<file path="src/rtl/mbus_pkg.sv">
package mbus_pkg;
    localparam int BUS_W  = 8;
    localparam int ADDR_W = 7;

    typedef enum logic {
        MODE_SPLIT  = 1'b0,
        MODE_STROBE = 1'b1
    } bus_mode_e;

    // Pin bundle, synchronized as one vector so all bits stay aligned
    typedef struct packed {
        logic             mode;
        logic             as;
        logic             ds;
        logic             rw;
        logic             cs_n;
        logic             pf;
        logic [BUS_W-1:0] ad;
    } bus_pins_t;

    localparam int PINS_W = $bits(bus_pins_t);

    localparam bus_pins_t PINS_IDLE = '{
        mode: 1'b0, as: 1'b0, ds: 1'b0, rw: 1'b1,
        cs_n: 1'b1, pf: 1'b0, ad: '0
    };
endpackage

</file>
<file path="src/rtl/mbus_sync_bank.sv">
module mbus_sync_bank #(
    parameter int              WIDTH   = 8,
    parameter int              STAGES  = 2,
    parameter logic [WIDTH-1:0] RST_VAL = '0
) (
    input  logic             clk,
    input  logic             rst_n,
    input  logic [WIDTH-1:0] d_i,
    output logic [WIDTH-1:0] q_o
);
    logic [STAGES-1:0][WIDTH-1:0] stage_d, stage_q;

    always_comb begin
        stage_d[0] = d_i;
        for (int i = 1; i < STAGES; i++) begin
            stage_d[i] = stage_q[i-1];
        end
    end

    always_ff @(posedge clk or negedge rst_n) begin
        if (!rst_n) begin
            stage_q <= {STAGES{RST_VAL}};
        end else begin
            stage_q <= stage_d;
        end
    end

    assign q_o = stage_q[STAGES-1];
endmodule

</file>
<file path="src/rtl/mbus_addr_latch.sv">
module mbus_addr_latch #(
    parameter int ADDR_W = 7,
    parameter int BUS_W  = 8
) (
    input  logic              clk,
    input  logic              rst_n,
    input  logic              as_s_i,
    input  logic [BUS_W-1:0]  ad_s_i,
    output logic [ADDR_W-1:0] addr_o
);
    typedef struct packed {
        logic              as_p;
        logic [ADDR_W-1:0] addr;
    } latch_t;

    latch_t st_d, st_q;

    always_comb begin
        st_d      = st_q;
        st_d.as_p = as_s_i;
        if (st_q.as_p && !as_s_i) begin
            st_d.addr = ad_s_i[ADDR_W-1:0];
        end else if (!st_q.as_p && as_s_i) begin
            st_d.addr = '0;
        end
    end

    always_ff @(posedge clk or negedge rst_n) begin
        if (!rst_n) begin
            st_q <= '0;
        end else begin
            st_q <= st_d;
        end
    end

    assign addr_o = st_q.addr;

    assert_addr_load_R2: assert property (@(posedge clk) disable iff (!rst_n)
        (st_q.as_p && !as_s_i) |=> (addr_o == $past(ad_s_i[ADDR_W-1:0])));

    assert_addr_clear_R3: assert property (@(posedge clk) disable iff (!rst_n)
        (!st_q.as_p && as_s_i) |=> (addr_o == '0));
endmodule

</file>
<file path="src/rtl/mbus_cycle_decode.sv">
module mbus_cycle_decode
    import mbus_pkg::*;
#(
    parameter int DATA_W = 8
) (
    input  logic              clk,
    input  logic              rst_n,
    input  bus_mode_e         mode_i,
    input  logic              ds_s_i,
    input  logic              rw_s_i,
    input  logic              sel_ok_i,
    input  logic [DATA_W-1:0] ad_s_i,
    input  logic [DATA_W-1:0] rdata_i,
    output logic [DATA_W-1:0] dout_o,
    output logic              oe_o,
    output logic              rd_o,
    output logic              wr_o,
    output logic [DATA_W-1:0] wdata_o
);
    typedef struct packed {
        logic              ds_p;
        logic              rw_p;
        logic              ok_p;
        logic [DATA_W-1:0] ad_p;
        logic              oe;
        logic [DATA_W-1:0] dout;
        logic              wr;
        logic [DATA_W-1:0] wdata;
    } dec_t;

    dec_t st_d, st_q;
    logic read_win;
    logic write_evt;

    always_comb begin
        // Read window: level based, per convention
        if (mode_i == MODE_STROBE) begin
            read_win  = sel_ok_i && ds_s_i && rw_s_i;
            write_evt = st_q.ok_p && st_q.ds_p && !ds_s_i && !st_q.rw_p;
        end else begin
            read_win  = sel_ok_i && !ds_s_i;
            write_evt = st_q.ok_p && !st_q.rw_p && rw_s_i;
        end

        st_d      = st_q;
        st_d.ds_p = ds_s_i;
        st_d.rw_p = rw_s_i;
        st_d.ok_p = sel_ok_i;
        st_d.ad_p = ad_s_i;
        st_d.oe   = read_win;
        st_d.wr   = write_evt;
        if (read_win) begin
            st_d.dout = rdata_i;
        end
        if (write_evt) begin
            st_d.wdata = st_q.ad_p;
        end
    end

    always_ff @(posedge clk or negedge rst_n) begin
        if (!rst_n) begin
            st_q <= '0;
        end else begin
            st_q <= st_d;
        end
    end

    assign oe_o    = st_q.oe;
    assign dout_o  = st_q.dout;
    assign wr_o    = st_q.wr;
    assign wdata_o = st_q.wdata;
    assign rd_o    = read_win && !st_q.oe;

    assert_wr_single_R8: assert property (@(posedge clk) disable iff (!rst_n)
        wr_o |=> !wr_o);

    assert_rd_single_R11: assert property (@(posedge clk) disable iff (!rst_n)
        rd_o |=> !rd_o);
endmodule

</file>
<file path="src/rtl/mbus_slave.sv">
module mbus_slave
    import mbus_pkg::*;
#(
    parameter int SYNC_STAGES = 2
) (
    input  logic              clk,
    input  logic              rst_n,
    input  logic              mode_i,
    input  logic              as_i,
    input  logic              ds_rd_i,
    input  logic              rw_wr_i,
    input  logic              cs_n_i,
    input  logic              pwr_fail_i,
    input  logic [BUS_W-1:0]  ad_i,
    output logic [BUS_W-1:0]  ad_o,
    output logic              ad_oe_o,
    output logic [ADDR_W-1:0] reg_addr_o,
    output logic              reg_rd_o,
    output logic              reg_wr_o,
    output logic [BUS_W-1:0]  reg_wdata_o,
    input  logic [BUS_W-1:0]  reg_rdata_i
);
    bus_pins_t pins_raw, pins_s;
    logic      sel_ok;

    always_comb begin
        pins_raw      = PINS_IDLE;
        pins_raw.mode = mode_i;
        pins_raw.as   = as_i;
        pins_raw.ds   = ds_rd_i;
        pins_raw.rw   = rw_wr_i;
        pins_raw.cs_n = cs_n_i;
        pins_raw.pf   = pwr_fail_i;
        pins_raw.ad   = ad_i;
    end

    mbus_sync_bank #(
        .WIDTH  (PINS_W),
        .STAGES (SYNC_STAGES),
        .RST_VAL(PINS_IDLE)
    ) i_sync (
        .clk  (clk),
        .rst_n(rst_n),
        .d_i  (pins_raw),
        .q_o  (pins_s)
    );

    // Power-fail forces the select inactive
    assign sel_ok = !pins_s.cs_n && !pins_s.pf;

    mbus_addr_latch #(
        .ADDR_W(ADDR_W),
        .BUS_W (BUS_W)
    ) i_addr (
        .clk   (clk),
        .rst_n (rst_n),
        .as_s_i(pins_s.as),
        .ad_s_i(pins_s.ad),
        .addr_o(reg_addr_o)
    );

    mbus_cycle_decode #(
        .DATA_W(BUS_W)
    ) i_dec (
        .clk     (clk),
        .rst_n   (rst_n),
        .mode_i  (bus_mode_e'(pins_s.mode)),
        .ds_s_i  (pins_s.ds),
        .rw_s_i  (pins_s.rw),
        .sel_ok_i(sel_ok),
        .ad_s_i  (pins_s.ad),
        .rdata_i (reg_rdata_i),
        .dout_o  (ad_o),
        .oe_o    (ad_oe_o),
        .rd_o    (reg_rd_o),
        .wr_o    (reg_wr_o),
        .wdata_o (reg_wdata_o)
    );

    assert_oe_needs_select_R9: assert property (@(posedge clk) disable iff (!rst_n)
        $rose(ad_oe_o) |-> $past(sel_ok));

    assert_pf_blocks_write_R10: assert property (@(posedge clk) disable iff (!rst_n)
        reg_wr_o |-> !$past(pins_s.pf, 2));
endmodule

</file>
<file path="config.mk">
export PLATFORM = sky130hd
export DESIGN_NAME = mbus_slave
export DESIGN_NICKNAME = d
export VERILOG_FILES = /design/src/rtl/mbus_pkg.sv /design/src/rtl/mbus_sync_bank.sv /design/src/rtl/mbus_addr_latch.sv /design/src/rtl/mbus_cycle_decode.sv /design/src/rtl/mbus_slave.sv
export SDC_FILE = /design/constraint.sdc
export NUM_CORES = 1
export LEC_CHECK = 0
export ABC_AREA = 1
export ABC_CLOCK_PERIOD_IN_PS = 1700
export BUFFER_PORTS_ARGS = -buffer_cell sky130_fd_sc_hd__buf_2
export CORE_MARGIN = 5
export CORE_UTILIZATION = 56
export CTS_BUF_LIST = sky130_fd_sc_hd__clkbuf_16
export DETAILED_ROUTE_END_ITERATION = 6
export HOLD_SLACK_MARGIN = 0.1
export PLACE_DENSITY = 0.82
export SKIP_CTS_REPAIR_TIMING = 1
export SYNTH_ARGS = -nofsm -noshare
export SYNTH_HDL_FRONTEND = slang
export SYNTH_SLANG_ARGS = --single-unit
export TNS_END_PERCENT = 50
</file>
<file path="constraint.sdc">
create_clock -name clk -period 1.7 [get_ports clk]
set_input_delay 0.085 -clock clk [delete_from_list [all_inputs] [get_ports clk]]
set_output_delay 0.085 -clock clk [all_outputs]
set_load 0.05 [all_outputs]
</file>
==> impl_metrics.toml <==
[outcome]
status = "complete, no violations"

[routing]
drtPass1Iterations = 4
wl_mm = 3.93
drc = 0
post_drt_wl_per_cell_um = 13.4
via_per_inst = 4.65
ant_nets = 0
dr_total_vias = 1359
dr.first_iter.drc_count = 121

[yosys]
yosysWarnings = 0
yosysTopAreaCellShare_pct = 67.9
ys_seq_area_share_pct = 72.5
yosys.cell_types.count = 15
ys_top_cells_by_area = "dfrtp_1, nand2_1, buf_4, dfstp_2, nand3_1"
yosys.area.top_type = "dfrtp_1"
synth_edf_count = 0
synth-async-reset-ratio_pct = 100
avgSynthCellArea_um2 = 12.7
synth_flop_cell = "dfrtp_1"
synth_nets = 202
syn-cell-area_um2 = 2250
synthCells = 177
ys_ff_latch = 65

[setup_path]
critPathCaptureType = "output pin"
critical_path_required_ps = 1620
critical_path_class = "reg2out"
r2r_setup_slack_ps = 430
crit_path_start_kind = "flip-flop"
cp_max_fo = 10
cp_data_arrival_time_ps = 1550

[min_path]
hp-class = "in2async"

[grt]
first_global_vias = 1274
grt_busiest_layer = "met2"
grt_pass1_wl_mm = 5.89
overflow = 0
met1_usage_pct = 18.9
grtUsageMet3_pct = 6.70
grt_usage_pct = 15.2
grt_max_degree = 66
use_met2_pct = 22.5
antenna_found_initial = 0

[placement]
dp_hpwl_mm = 2.27
dpl-instance-area_um2 = 2400
numPortBuffers = 49
place_congestion = 0.724

[clock_tree]
path_clk_slew_ps = 50
clock-sinks = 65
cts_buffers = 9
clockRootBuffer = "clkbuf_16"
htreeDepth = 3
clock_latency_ps = 320
cts_tree = "done"
cts_buffer_depth = 2

[layout]
syn2layout_area_growth_pct = 28.4
final_common_cell = "dfrtp_1"
final_cell_area_um2 = 2890
final_cell_mix = "dfrtp_1, nand2_1, buf_2"
nets = 262
layout-drive-gt1-share_pct = 31.0
antennaDiodeCount = 0

[power]
power_mw = 3.97
ir_drop_uv = 1130
power_density_nw_per_um2 = 1370
leakage_nw = 1.53

[sta]
drv_slew = 0
setup_tns_ps = 0
tightest_slew_ps = 319
fin_crit_ps = 1640
fin_worst_skew_ps = 6.35
setup_viol_count_final = 0
min_period_over_period_pct = 96.3
fmax_ghz = 0.611
finalHoldViolCount = 0
max-slew-margin-rel_pct = 78.7
rsz0062_at_grt = "no"

[floorplanning]
die_x_um = 73.4
start_util_pct = 57.1
coreArea_um2 = 3940
die_area_um2 = 5380
die_height_um = 73.4
io_pins = 50
rows = 23

[run]
drv.max_cap_violation_count = 0
[report_power, final]
part | total [mW] | leakage (nW) | switching [mW] | internal [mW]
clock | 1.53 | 0.136 | 0.575 | 0.953
combinational | 0.672 | 0.606 | 0.502 | 0.170
sequential | 1.77 | 0.784 | 0.0741 | 1.69
[registers in the layout (all words and copies together), names as in the netlist]
register	cells
i_dec.dout_o	8
i_addr.addr_o	7
i_dec.oe_o	1
i_sync.q_o	14
i_dec.st_q	11
i_sync.stage_d	14
i_addr.st_q	1
i_dec.wr_o	1
i_dec.wdata_o	8
[synthesized netlist by cell type, types with 2 or more instances]
cell type and count:
nand3_1 15, dfrtp_1 61, nand2_4 2, inv_1 6, nand2_1 49, nand4_1 8, nand2_2 2, dfstp_2 4
buf_4 23, nor2_2 2
[metrics by stage]
stage	util (%)	hold slack, ps	instances	setup slack [ps]
6_report	73.2	316	292	63.5
4_1_cts	67.3	-221	269	48.6
2_1_floorplan	-	-211	177	353
5_1_grt	73.2	344	292	1.82
3_3_place_gp	60.9	113	253	409
3_5_place_dp	60.9	116	253	385
[layout make-up]
class / instances / area, um2
Clock buffer: 9 / 225
Tap cell: 50 / 62.6
Fill cell: 246 / 1050
Multi-Input combinational cell: 82 / 418
Clock inverter: 7 / 30.0
Inverter: 6 / 22.5
Timing Repair Buffer: 73 / 498
Sequential cell: 65 / 1630
[layer usage]
layer | routed length, um | vias up
li1 | - | 663
met1 | 1620 | 636
met5 | 0 | -
met3 | 264 | 6
met2 | 1980 | 54
met4 | 61 | 0
[cell families (layout without fill, tap and decap cells)]
logic type,Yosys count,in the layout,share of synthesized area [%]
simple gates,81,81,18.0
fa+ha+maj,1,1,0.556
buf+inv,30,95,8.90
flops,65,65,72.5
[final timing paths]
kind                                               from  cells past startpoint                      endpoint
setup / recovery               i_sync.q_o[10]$_DFF_PN1_                      5                      reg_rd_o
hold / removal                                    rst_n                      3          i_dec.oe_o$_DFF_PN0_
setup reg to reg               i_sync.q_o[12]$_DFF_PN0_                      5  i_addr.addr_o[4]$_DFFE_PN0P_
hold reg to reg            i_sync.stage_d[14]$_DFF_PN0_                      0       i_sync.q_o[0]$_DFF_PN0_
max in group asynchronous                         rst_n                      3  i_sync.stage_d[24]$_DFF_PN1_
min in group clk           i_sync.stage_d[14]$_DFF_PN0_                      0       i_sync.q_o[0]$_DFF_PN0_
[worst max-delay path, stage by stage, from the launching register on]
cell      delay, ps
dfstp_2         550
nand2_1          80
nand2_4         130
nand3_4         140
nor2_2          100
clkbuf_4        230
Note: power is estimated with default switching activity, not from simulation.
